$ cat config.mk
export PLATFORM = sky130hd
export DESIGN_NAME = ivl_timer
export DESIGN_NICKNAME = d
export VERILOG_FILES = /design/src/rtl/ivl_pkg.sv /design/src/rtl/ivl_ctrl.sv /design/src/rtl/ivl_datapath.sv /design/src/rtl/ivl_timer.sv
export SDC_FILE = /design/constraint.sdc
export NUM_CORES = 1
export LEC_CHECK = 0
export CAP_MARGIN = 5
export CORE_MARGIN = 2
export CORE_UTILIZATION = 45
export DETAILED_ROUTE_END_ITERATION = 7
export HOLD_SLACK_MARGIN = 0.05
export MAX_ROUTING_LAYER = met4
export PLACE_DENSITY = 0.6
export SLEW_MARGIN = 20
export SYNTH_ARGS = -nofsm -noshare
export SYNTH_HDL_FRONTEND = slang
export SYNTH_SLANG_ARGS = --single-unit
$ cat constraint.sdc
create_clock -name clk -period 5.9 [get_ports clk]
set_input_delay 0.59 -clock clk [delete_from_list [all_inputs] [get_ports clk]]
set_output_delay 0.59 -clock clk [all_outputs]
set_load 0.1 [all_outputs]
$ cat src/rtl/ivl_pkg.sv
package ivl_pkg;
  localparam int CNT_BYTES = 5;
  localparam int BYTE_W    = 8;
  localparam int CNT_W     = CNT_BYTES * BYTE_W;
  localparam int ADDR_W    = 4;
  localparam int ALM_BASE  = CNT_BYTES;
  localparam int CTL_ADDR  = 2 * CNT_BYTES;
  localparam int STAT_ADDR = CTL_ADDR + 1;
  localparam int FLAG_BIT  = 4;

  typedef struct packed {
    logic [CNT_BYTES-1:0] cntWr;
    logic [CNT_BYTES-1:0] almWr;
    logic                 ctlWr;
    logic                 statRd;
  } ivl_strobes_t;
endpackage

$ cat src/rtl/ivl_ctrl.sv
module ivl_ctrl
  import ivl_pkg::*;
(
  input  logic                  clk,
  input  logic                  rstN,
  input  logic [ADDR_W-1:0]     addr,
  input  logic                  wrEn,
  input  logic                  rdEn,
  input  logic [CNT_W-1:0]      count,
  input  logic [CNT_W-1:0]      alarm,
  input  logic                  halt,
  input  logic                  flag,
  output ivl_strobes_t          strobes,
  output logic [BYTE_W-1:0]     rdData
);
  genvar gi;
  generate
    for (gi = 0; gi < CNT_BYTES; gi++) begin : g_dec
      assign strobes.cntWr[gi] = wrEn && (addr == ADDR_W'(gi));
      assign strobes.almWr[gi] = wrEn && (addr == ADDR_W'(ALM_BASE + gi));
    end
  endgenerate

  assign strobes.ctlWr  = wrEn && (addr == ADDR_W'(CTL_ADDR));
  assign strobes.statRd = rdEn && (addr == ADDR_W'(STAT_ADDR));

  logic [BYTE_W-1:0] statusByte;
  always_comb begin
    statusByte = '0;
    statusByte[FLAG_BIT] = flag;
  end

  always_comb begin
    rdData = '0;
    for (int k = 0; k < CNT_BYTES; k++) begin
      if (addr == ADDR_W'(k))            rdData = count[k*BYTE_W +: BYTE_W];
      if (addr == ADDR_W'(ALM_BASE + k)) rdData = alarm[k*BYTE_W +: BYTE_W];
    end
    if (addr == ADDR_W'(CTL_ADDR))  rdData = {{(BYTE_W-1){1'b0}}, halt};
    if (addr == ADDR_W'(STAT_ADDR)) rdData = statusByte;
  end

  // unused alarm slots (bits 3 and 5) never read as 1
  a_r6_spare_bits_zero: assert property (@(posedge clk) disable iff (!rstN)
    (addr == ADDR_W'(STAT_ADDR)) |-> (rdData[3] == 1'b0 && rdData[5] == 1'b0));

  // at most one register is written per cycle
  a_r4_single_write: assert property (@(posedge clk) disable iff (!rstN)
    $onehot0({strobes.cntWr, strobes.almWr, strobes.ctlWr}));
endmodule

$ cat src/rtl/ivl_datapath.sv
module ivl_datapath
  import ivl_pkg::*;
(
  input  logic               clk,
  input  logic               rstN,
  input  logic               tick256,
  input  logic [BYTE_W-1:0]  wrData,
  input  ivl_strobes_t       strobes,
  output logic [CNT_W-1:0]   count,
  output logic [CNT_W-1:0]   alarm,
  output logic               halt,
  output logic               flag
);
  logic [CNT_W-1:0] cntNext;
  logic [CNT_W-1:0] incVal;
  logic             anyCntWr;
  logic             incEn;
  logic             matchEvt;

  assign anyCntWr = |strobes.cntWr;
  assign incEn    = tick256 && !halt && !anyCntWr;
  assign incVal   = count + CNT_W'(1);
  assign matchEvt = incEn && (incVal == alarm);

  always_comb begin
    cntNext = count;
    if (anyCntWr) begin
      for (int k = 0; k < CNT_BYTES; k++)
        if (strobes.cntWr[k]) cntNext[k*BYTE_W +: BYTE_W] = wrData;
    end else if (incEn) begin
      cntNext = incVal;
    end
  end

  always_ff @(posedge clk) begin
    if (!rstN) count <= '0;
    else       count <= cntNext;
  end

  genvar gi;
  generate
    for (gi = 0; gi < CNT_BYTES; gi++) begin : g_alm
      always_ff @(posedge clk) begin
        if (!rstN)                  alarm[gi*BYTE_W +: BYTE_W] <= '0;
        else if (strobes.almWr[gi]) alarm[gi*BYTE_W +: BYTE_W] <= wrData;
      end
    end
  endgenerate

  always_ff @(posedge clk) begin
    if (!rstN)              halt <= 1'b1;
    else if (strobes.ctlWr) halt <= wrData[0];
  end

  always_ff @(posedge clk) begin
    if (!rstN) flag <= 1'b0;
    else       flag <= (flag && !strobes.statRd) || matchEvt;
  end

  // a permitted tick advances the count by exactly one
  a_r1_inc: assert property (@(posedge clk) disable iff (!rstN)
    (tick256 && !halt && !anyCntWr) |=> (count == $past(count) + CNT_W'(1)));

  // a halted counter with no write holds its value
  a_r3_halt_hold: assert property (@(posedge clk) disable iff (!rstN)
    (halt && !anyCntWr) |=> $stable(count));

  // a tick onto the alarm value leaves the flag set
  a_r5_match_sets: assert property (@(posedge clk) disable iff (!rstN)
    matchEvt |=> flag);

  // a status read with no new event clears the flag
  a_r6_read_clears: assert property (@(posedge clk) disable iff (!rstN)
    (strobes.statRd && !matchEvt) |=> !flag);

  // the flag is sticky until read
  a_r7_flag_sticky: assert property (@(posedge clk) disable iff (!rstN)
    (flag && !strobes.statRd) |=> flag);

  // without an alarm match the flag never rises
  a_r8_no_spurious: assert property (@(posedge clk) disable iff (!rstN)
    (!flag && !matchEvt) |=> !flag);
endmodule

$ cat src/rtl/ivl_timer.sv
module ivl_timer
  import ivl_pkg::*;
(
  input  logic              clk,
  input  logic              rstN,
  input  logic              tick256,
  input  logic [ADDR_W-1:0] addr,
  input  logic [BYTE_W-1:0] wrData,
  input  logic              wrEn,
  input  logic              rdEn,
  output logic [BYTE_W-1:0] rdData
);
  ivl_strobes_t     strobes;
  logic [CNT_W-1:0] count;
  logic [CNT_W-1:0] alarm;
  logic             halt;
  logic             flag;

  ivl_ctrl u_ctrl (
    .clk     (clk),
    .rstN    (rstN),
    .addr    (addr),
    .wrEn    (wrEn),
    .rdEn    (rdEn),
    .count   (count),
    .alarm   (alarm),
    .halt    (halt),
    .flag    (flag),
    .strobes (strobes),
    .rdData  (rdData)
  );

  ivl_datapath u_dp (
    .clk     (clk),
    .rstN    (rstN),
    .tick256 (tick256),
    .wrData  (wrData),
    .strobes (strobes),
    .count   (count),
    .alarm   (alarm),
    .halt    (halt),
    .flag    (flag)
  );
endmodule

==> results of run 1 <==
-- per-layer routing --
layer  routed length (um)  GRT usage [%]  up-vias
met5                    0              -        -
met4                  590           12.1        0
met3                 2010           4.75       37
met2                 9800           47.3      313
met1                 9820           45.5     3003
li1                     -              -     2897
-- sequential cells by signal, summed over array words and instances (netlist names) --
signal      count
u_dp.flag       1
u_dp.alarm     40
u_dp.count     40
u_dp.halt       1
-- Yosys cell counts, types with 3 or more instances --
cell type / instances
dfxtp_1: 82
buf_2: 10
buf_6: 4
and3_1: 9
mux2i_1: 26
o21ai_0: 62
a41oi_1: 3
nor2b_1: 47
xnor2_1: 40
xor2_1: 17
nand3b_1: 3
or3_1: 4
and2_1: 4
nand3_1: 38
buf_1: 4
nor4_1: 7
nor3_1: 16
o31ai_1: 18
inv_1: 8
nand2_1: 106
and3_2: 3
nand4_1: 21
o22ai_1: 3
o41ai_1: 3
a31oi_1: 15
a22oi_1: 21
clkbuf_1: 40
o211ai_1: 6
nor2_1: 59
a21oi_1: 46
o221a_2: 7
or4_1: 3
mux2_2: 5
nand2b_1: 4
a21boi_0: 27
-- layout make-up --
class	count	share of cell area [%]
Clock inverter	2	0.534
Multi-Input combinational cell	663	62.5
Sequential cell	82	25.0
Timing Repair Buffer	30	3.97
Clock buffer	13	4.12
Tap cell	176	3.36
Inverter	8	0.458
-- cell families after synthesis --
logic type,count (synthesis)
xor gates and xnor gates,57
muxes,31
buffers and inverters,69
AOI/OAI and AO/OA,236
DFF,82
and+or+nand+nor,338
adders and majority gates,1
-- per-stage QoR --
stage | hold slack [ps] | instances | instance area (um2) | util (%) | worst slack, ps
floorplan | 433 | 814 | 6030 | - | 1670
global placement | 508 | 959 | 6240 | 47.3 | 1660
detailed placement | 503 | 959 | 6240 | 47.3 | 1610
CTS | 515 | 974 | 6550 | 49.7 | 1590
global route | 544 | 974 | 6560 | 49.7 | 1450
finish | 515 | 974 | 6560 | 49.7 | 1640
-- worst max-delay path, cell delays in order --
cell	delay, ps
clkdlybuf4s50_1	930
inv_1	540
nand2_1	210
nor2_1	610
a221oi_1	170
a41oi_1	280
buf_4	320
-- worst min path at each step --
stage                   start              to  slack [ps]  cells past startpoint
6_report       u_dp.alarm[19]  u_dp.alarm[19]         520                      2
3_3_place_gp   u_dp.alarm[19]  u_dp.alarm[19]         510                      2
3_5_place_dp        u_dp.flag       u_dp.flag         500                      2
4_1_cts        u_dp.alarm[19]  u_dp.alarm[19]         520                      2
5_1_grt             u_dp.halt       u_dp.halt         540                      2
2_1_floorplan       u_dp.flag       u_dp.flag         430                      2
-- power breakdown --
group          leakage, uW  internal (uW)  switching, uW  total [uW]
logic              0.00145           51.8            116         168
registers         0.000661            559           9.88         569
clock network     0.000152            360            238         598
==> impl_results.md, run 1 <==
- Critical path peak fanout: 23
- Max-cap violation count: 0
- Die area: 14,300 um2
- Multi-input logic area: 4100 um2
- Post-Syn Instances: roughly 810
- I/O Buffers: 24
- Main combinational cell family by area after synthesis: simple AND/OR/NAND/NOR gates
- Clock Latency Late Sink: between 300 and 400 ps
- Routed WL per cell: 22.8 um
- Power density cells: 204 nW/um2
- Simple-Gate Fraction of Synth Area: between 20% and 30%
- Synth async-reset ratio: 0%
- Grt total ovfl: 0
- HPWL after DPL: between 15 and 20 mm
- Final setup fails: 0
- Antenna diodes: 0
- RSZ-0062 raised after global routing: false
- XOR/XNOR Fraction of Synth Area: 8.27%
- Die Width: 120 um
- Hold Fails Final Rpt: 0
- Compound-Gate Fraction of Synth Area: between 20% and 30%
- CTS tree: yes
- CP Data Required Time: approximately 5300 ps
- Worst-Margin Slew: 1170 ps
- Highest-count cells in the layout ignoring fill and taps: nand2_1, dfxtp_1, o21ai_0
- Post-CTS Hold Fix Bufs: 0
- DR vias: between 6,000 and 7,000
- Most common cell after layout, fill and taps aside: nand2_1
- FF-to-FF End: u_dp.flag
- Mux contribution to synthesized area: under 10%
- Iteration-0 DRC Markers: roughly 780
- Post-CTS sizing: 0
- Post-CTS Setup Repair Bufs: 0
- Rel. slew slack: 21.0%
- End of the critical path: rdData[6]
- Die Ht: 120 um
- Share of cells above drive strength 1: between 7 and 8%
- Worst VDD drop: around 110 uV
- Max Transition Viols Final: 0
- Vias per cell: roughly 6.4
- Area leader, netlist: dfxtp_1
- Register Area: approximately 1600 um2
- Vias in the first global route: about 5,600
- CTS Buf Count: 9
- CTS H-tree depth: 3
- CTS root buf: clkbuf_16
- Register area share after synthesis: a little over a quarter
- #FFs+latches synth: 82
- Worst hold path type: flip-flop to flip-flop
- CP startpoint kind: input pin
- DRC: 0
- Clk pin slew, worst setup/hold paths: 60 ps
- Max Freq: between 200 and 250 MHz
- Clk_skew: ~7.0 ps
- Core Footprint: around 13,000 um2
- R2R cell count: 9
- Initial antenna violation count: 0
- Cell Rows: 42
- Area Growth Syn to Fin: 8.65%
- Fillers: about 1,400
- Initial DRT Pass Iterations: 5
- Setup TNS: 0 ps
- Post-synth EDFFs: 0
- Fin crit period: ~4300 ps
- Global placer's final weighted congestion: slightly above 1
- Status: completed
- Synth top area share: around 27%
- Final Cycle Share: between 70% and 80%
- Clock Tree Buf Depth: 2
- Global-route wire length before repair: 34.2 mm
- ANT nets after route: 0
- I/O pin cnt: 25
- Leakage: between 0.002 and 0.0025 uW
- Synth cell types: 65
- Mapped Area: 6030 um2
- Fin nets: ~810
- Main flop type after synthesis: dfxtp_1
- Clock sinks: just over 80
- WL final: 22.2 mm
- Worst reg2reg setup slack: around 2600 ps
- Largest net degree at the start of global routing: 84
- Syn nets: 832
- Adder-cell share of the synthesized area: less than 1%
- FF-to-FF Start: u_dp.count[0]
- Top cells by area, synth: dfxtp_1, nand2_1, xnor2_1
- Setup crit end kind: primary output
- Total GRT Usage: approximately a third
- Crit path DAT: about 3700 ps
- Yosys Warn Count: 0
- WS Path Type: input pin to primary output
- Setup crit start: addr[2]
- Overall power: around 1300 uW
- Synth Area per Inst: 7.41 um2
- Starting Density: 45.7%
Note: power is estimated with default switching activity, not from simulation.
==> inputs of run 2 (changes only) <==
==> constraint.sdc (replaced) <==
create_clock -name clk -period 4.3 [get_ports clk]
set_input_delay 0.43 -clock clk [delete_from_list [all_inputs] [get_ports clk]]
set_output_delay 0.43 -clock clk [all_outputs]
set_load 0.1 [all_outputs]
==> run 2 against run 1 <==
Against the previous run: first-iteration DRC count is 3.5% higher; worst setup slack worse by 830 ps; sequential power is 37% higher; combinational power is 51% higher; die area stayed put; final area is 3.2% higher; hold slack better by 4.7 ps; routed wire length is 5.1% higher; critical endpoint is now rdData[2].
==> impl_results.md, run 2 (synthesis results as in run 1) <==
- Met1 Use GR: 49.1% (+3.6 points)
- ANT nets after route: 0 (unchanged)
- Die area: 14,300 um2 (unchanged)
- Area Growth Syn to Fin: 12.2%
- Total GRT Usage: 34.5% (+2.1 points)
- Fin nets: 823 (+1.4%)
- Vias in the first global route: 5,712 (+1.3%)
- Starting Density: 45.7% (unchanged)
- Core Footprint: 13,200 um2 (unchanged)
- Most common cell after layout, fill and taps aside: nand2_1
- WS Path Type: input pin to primary output
- Met2 Use GR: 48.8% (+1.6 points)
- GRT busiest layer: met1
- Leakage: 0.00235 uW (+4.1%)
- Grt total ovfl: 0 (unchanged)
- Max-cap violation count: 0 (unchanged)
- Largest net degree at the start of global routing: 83 (-1.2%)
- Fin crit period: 3480 ps
- Die Ht: 120 um (unchanged)
- CP Data Required Time: 3870 ps (-1440 ps)
- CTS root buf: clkbuf_16
- Clock sinks: 82 (unchanged)
- RSZ-0062 raised after global routing: false
- Critical path peak fanout: 16 (-30%)
- Die Width: 120 um (unchanged)
- Routed WL per cell: 23.7 um (+3.9%)
- FF-to-FF Start: u_dp.count[17]
- Initial antenna violation count: 0 (unchanged)
- DRC: 0 (unchanged)
- Fillers: 1,323 (-2.0%)
- I/O pin cnt: 25 (unchanged)
- Setup crit end kind: primary output
- Worst VDD drop: 190 uV (+65%)
- Clock Latency Late Sink: 360 ps (about the same)
- Highest-count cells in the layout ignoring fill and taps: nand2_1, dfxtp_1, o21ai_0
- DR vias: 6,320 (+1.1%)
- Initial DRT Pass Iterations: 5 (unchanged)
- Iteration-0 DRC Markers: 804 (+3.5%)
- CTS H-tree depth: 3 (unchanged)
- Vias per cell: 6.41 (-0.11%)
- Global placer's final weighted congestion: 1.04 (+0.73%)
- Max Transition Viols Final: 0 (unchanged)
- Antenna diodes: 0 (unchanged)
- Clk pin slew, worst setup/hold paths: 70 ps (about the same)
- Rel. slew slack: 29.2% (+8.2 points)
- Global-route wire length before repair: 35.9 mm (+4.9%)
- Setup crit start: addr[0]
- WL final: 23.4 mm (+5.1%)
- CP startpoint kind: input pin
- Power density cells: 285 nW/um2 (+40%)
- Hold Fails Final Rpt: 0 (unchanged)
- Clock Tree Buf Depth: 2 (unchanged)
- Hold Startpoint: u_dp.alarm[11]
- Cell Rows: 42 (unchanged)
- CTS Buf Count: 9 (unchanged)
- M3 GR Usage: 6.99% (+2.2 points)
- Overall power: 1930 uW (+45%)
- Crit path DAT: 3050 ps (-620 ps)
- Post-CTS sizing: 0 (unchanged)
- Largest regs: u_dp.alarm (40), u_dp.count (40)
- Max Freq: between 200 and 300 MHz
- Final core occ: 51.3% (+1.6 points)
- Worst hold path type: flip-flop to flip-flop
- Worst-Margin Slew: 1060 ps (-118 ps)
- Clk_skew: 8.58 ps (+1.62 ps)
- HPWL after DPL: 17.3 mm (+5.6%)
- Setup TNS: 0 ps (unchanged)
- CTS tree: yes
- Post-CTS Hold Fix Bufs: 0 (unchanged)
- Final Cycle Share: 81.0%
- I/O Buffers: 24 (unchanged)
- Final setup fails: 0 (unchanged)
- Share of cells above drive strength 1: 8.40% (+1.4 points)
- Status: completed
- Post-CTS Setup Repair Bufs: 0 (unchanged)
-- run 2: cell count changes in the layout (fill, tap and decap cells not counted), sizes merged --
cell	before	now
buf	15	26
bufinv	1	2
clkbuf	13	12
clkinvlp	0	1
-- run 2: path summary, 6_finish.rpt --
| check | cells past startpoint | end | slack, ps |
|---|---|---|---|
| setup / recovery | 9 | rdData[2] | 820 |
| hold / removal | 2 | u_dp.alarm[11] | 520 |
| setup reg to reg | 8 | u_dp.flag | 1300 |
| hold reg to reg | 2 | u_dp.alarm[11] | 520 |
-- run 2: layer usage --
layer / routed length (um) / part of all wire, % / vias to the layer above
met5: 0 / 0 / -
met4: 653 / 2.8 / 0
met3: 2090 / 9.0 / 36
met2: 9980 / 43 / 308
met1: 10600 / 46 / 3033
li1: - / - / 2943
-- run 2: final cells by class --
class	count	area (um2)	area share (%)
flip-flops and latches	82	1640	24.3
repair buffers	41	443	6.55
clock inverters	4	72.6	1.07
well taps	176	220	3.25
clock buffers	12	267	3.94
inverters	8	30.0	0.444
multi-input cells	663	4090	60.5
-- run 2: critical path, cell delays in order --
cell and delay (ps):
clkdlybuf4s50_1 820, nand2_1 140, nor2_1 540, buf_4 290, a22oi_1 90, nand4_1 110
o21ai_0 100, a31oi_1 310, buf_12 220
-- run 2: power breakdown --
| group | total (uW) | switching (uW) | internal, uW |
|---|---|---|---|
| combinational | 253 | 167 | 86.0 |
| sequential | 780 | 12.9 | 767 |
| clock | 898 | 342 | 556 |
-- run 2: metrics by stage --
stage	cells	cell area [um2]	hold WS (ps)	setup slack, ps
2_1_floorplan	814	6030	433	385
3_3_place_gp	970	6430	493	992
3_5_place_dp	970	6430	508	879
4_1_cts	986	6770	517	875
6_report	986	6770	520	815
5_1_grt	986	6770	532	637
==> inputs of run 3 (changes only) <==
==> constraint.sdc (replaced) <==
create_clock -name clk -period 3.22 [get_ports clk]
set_input_delay 0.322 -clock clk [delete_from_list [all_inputs] [get_ports clk]]
set_output_delay 0.322 -clock clk [all_outputs]
set_load 0.1 [all_outputs]
==> run 3 against run 2 <==
Against the previous run: via count is 1.1% higher; clock skew decreased by 3.0 ps; sequential share of layout area is 0.59 points lower; critical path type unchanged; largest cell class unchanged; highest routed layer unchanged.
==> impl_results.md, run 3 (synthesis results as in run 1) <==
- DRC: 0 (unchanged)
- Share of cells above drive strength 1: 11.6% (+3.2 points)
- Global placer's final weighted congestion: 1.00 (-3.5%)
- Worst VDD drop: 225 uV (+18%)
- I/O pin cnt: 25 (unchanged)
- Largest regs: u_dp.alarm (40), u_dp.count (40)
- R2R cell count: 8 (unchanged)
- Hold path endpoint: u_dp.alarm[10]
- Setup TNS: 0 ps (unchanged)
- Sw Share: 28.3% (+1.2 points)
- Routed WL per cell: 23.3 um (-1.6%)
- Max Freq: 345 MHz
- Initial DRT Pass Iterations: 5 (unchanged)
- Max Transition Viols Final: 0 (unchanged)
- Hold Startpoint: u_dp.alarm[10]
- Total GRT Usage: 34.4% (-0.11 points)
- Fillers: 1,300 (-1.7%)
- Fin crit period: 2900 ps
- CTS root buf: clkbuf_16
- Crit-path cells: clkdlybuf4s50_1 > nor2_1 > nand2_1 > nor2_1 > o31a_1 > o211ai_1 > o21ai_0 > a31oi_2 > buf_12
- Largest net degree at the start of global routing: 83 (unchanged)
- CP bufs+invs: 2 (-1)
- Fin nets: 851 (+3.4%)
- CP startpoint kind: input pin
- Critical path peak fanout: 10 (-6)
- Global-route wire length before repair: 35.9 mm (about the same)
- FF-to-FF Start: u_dp.count[18]
- Final Cycle Share: 90.1%
- HPWL after DPL: 17.4 mm (+0.68%)
- Post-CTS Setup Repair Bufs: 0 (unchanged)
- Vias in the first global route: 5,795 (+1.5%)
- ANT nets after route: 0 (unchanged)
- Worst-Margin Slew: 1090 ps (+37.1 ps)
- Worst reg2reg setup slack: 330 ps (-970 ps)
- CTS tree: yes
- FF-to-FF End: u_dp.flag
- Max-cap violation count: 0 (unchanged)
- Clk_skew: 5.54 ps (-3.04 ps)
- Status: completed
- Overall power: 2370 uW (+23%)
- DP Worst Slack: 332 ps (-547 ps)
- Most common cell after layout, fill and taps aside: nand2_1
- Rel. slew slack: 26.7% (-2.5 points)
- Hold Fails Final Rpt: 0 (unchanged)
- CTS Buf Count: 9 (unchanged)
- Critical Path Max Stage Delay: 740 ps (-80 ps)
- Final WS setup: 319 ps (-496 ps)
- CTS H-tree depth: 3 (unchanged)
- WS Path Type: input pin to primary output
- CP max stage cell: clkdlybuf4s50_1
- Die Ht: 120 um (unchanged)
- Cell Rows: 42 (unchanged)
- Clock Latency Late Sink: 350 ps (about the same)
- Post-CTS Hold Fix Bufs: 0 (unchanged)
- Clock sinks: 82 (unchanged)
- Combinational fraction of design power: 15.1% (+2.0 points)
- Die area: 14,300 um2 (unchanged)
- CP Data Required Time: 2900 ps (-970 ps)
- Most frequent CP cell: nor2_1
- Final setup fails: 0 (unchanged)
- Core Footprint: 13,200 um2 (unchanged)
- Initial antenna violation count: 0 (unchanged)
- I/O Buffers: 24 (unchanged)
- Post-CTS sizing: 0 (unchanged)
- Setup crit end kind: primary output
- Vias per cell: 6.32 (-1.4%)
- Hold Slack: 513 ps (-6.75 ps)
- Antenna diodes: 0 (unchanged)
- Iteration-0 DRC Markers: 799 (-0.62%)
- Leakage: 0.00246 uW (+4.6%)
- RSZ-0062 raised after global routing: false
- DR vias: 6,392 (+1.1%)
- WL final: 23.6 mm (+0.88%)
- Clk pin slew, worst setup/hold paths: 60 ps (about the same)
- WHS Path Cells: 2 (unchanged)
- Highest-count cells in the layout ignoring fill and taps: nand2_1, dfxtp_1, o21ai_0
- Int Pwr: 1700 uW (+21%)
- Worst hold path type: flip-flop to flip-flop
- NetSw: 671 uW (+28%)
- Seq pwr share: 43.8% (+3.4 points)
- Die Width: 120 um (unchanged)
- Area Growth Syn to Fin: 14.9%
- Clock power frac: 41.2% (-5.3 points)
- Worst path top cell family by delay: buffers and inverters
- Power density cells: 342 nW/um2 (+20%)
- Clock Tree Buf Depth: 2 (unchanged)
- Grt total ovfl: 0 (unchanged)
- Crit path DAT: 2580 ps (-470 ps)
- Starting Density: 45.7% (unchanged)
-- run 3: power groups by stage --
stage	combinational (uW)	clock, uW	sequential (uW)
2_1_floorplan	210	0	1050
3_3_place_gp	350	0	1060
3_5_place_dp	351	0	1060
4_1_cts	352	984	1040
5_1_grt	376	1020	1040
6_report	358	977	1040
-- run 3: metrics by stage --
stage | cell area, um2 | util, % | instances
after floorplan | 6070 | - | 814
after CTS | 6930 | 52.6 | 1011
after global placement | 6670 | 50.6 | 998
after detailed placement | 6670 | 50.6 | 998
final | 6930 | 52.6 | 1011
after global routing | 6930 | 52.6 | 1011
-- run 3: layout make-up --
| cell class | count | area [um2] | area share, % |
|---|---|---|---|
| clock buffers | 13 | 260 | 3.75 |
| inverters | 8 | 30.0 | 0.433 |
| multi-input cells | 663 | 4130 | 59.5 |
| flip-flops and latches | 82 | 1640 | 23.7 |
| well taps | 176 | 220 | 3.18 |
| repair buffers | 69 | 653 | 9.42 |
-- run 3: metal layers --
metal | part of all wire [%] | up-vias | GRT usage, %
met5 | 0 | - | -
met4 | 3.2 | 0 | 12.7
met3 | 9.2 | 50 | 7.08
met2 | 43 | 294 | 49.5
met1 | 44 | 3065 | 47.6
li1 | - | 2983 | -
-- run 3: how the worst max path moves through the flow --
stage	startpoint	end	slack (ps)	cells past startpoint
after floorplan	addr[1]	rdData[1]	170	8
after global placement	addr[0]	rdData[0]	300	11
after detailed placement	addr[2]	rdData[5]	330	9
after CTS	addr[2]	rdData[0]	330	10
after global routing	addr[2]	rdData[1]	110	7
final	addr[2]	rdData[1]	320	9
-- run 3: worst reg2reg max path: stages, from the launching register on --
cell	delay, ps
dfxtp_1	510
and4_4	330
nand4b_4	190
or4_4	620
or4_1	530
xor2_1	190
o221a_1	240
nand4_1	100
o21ai_1	70
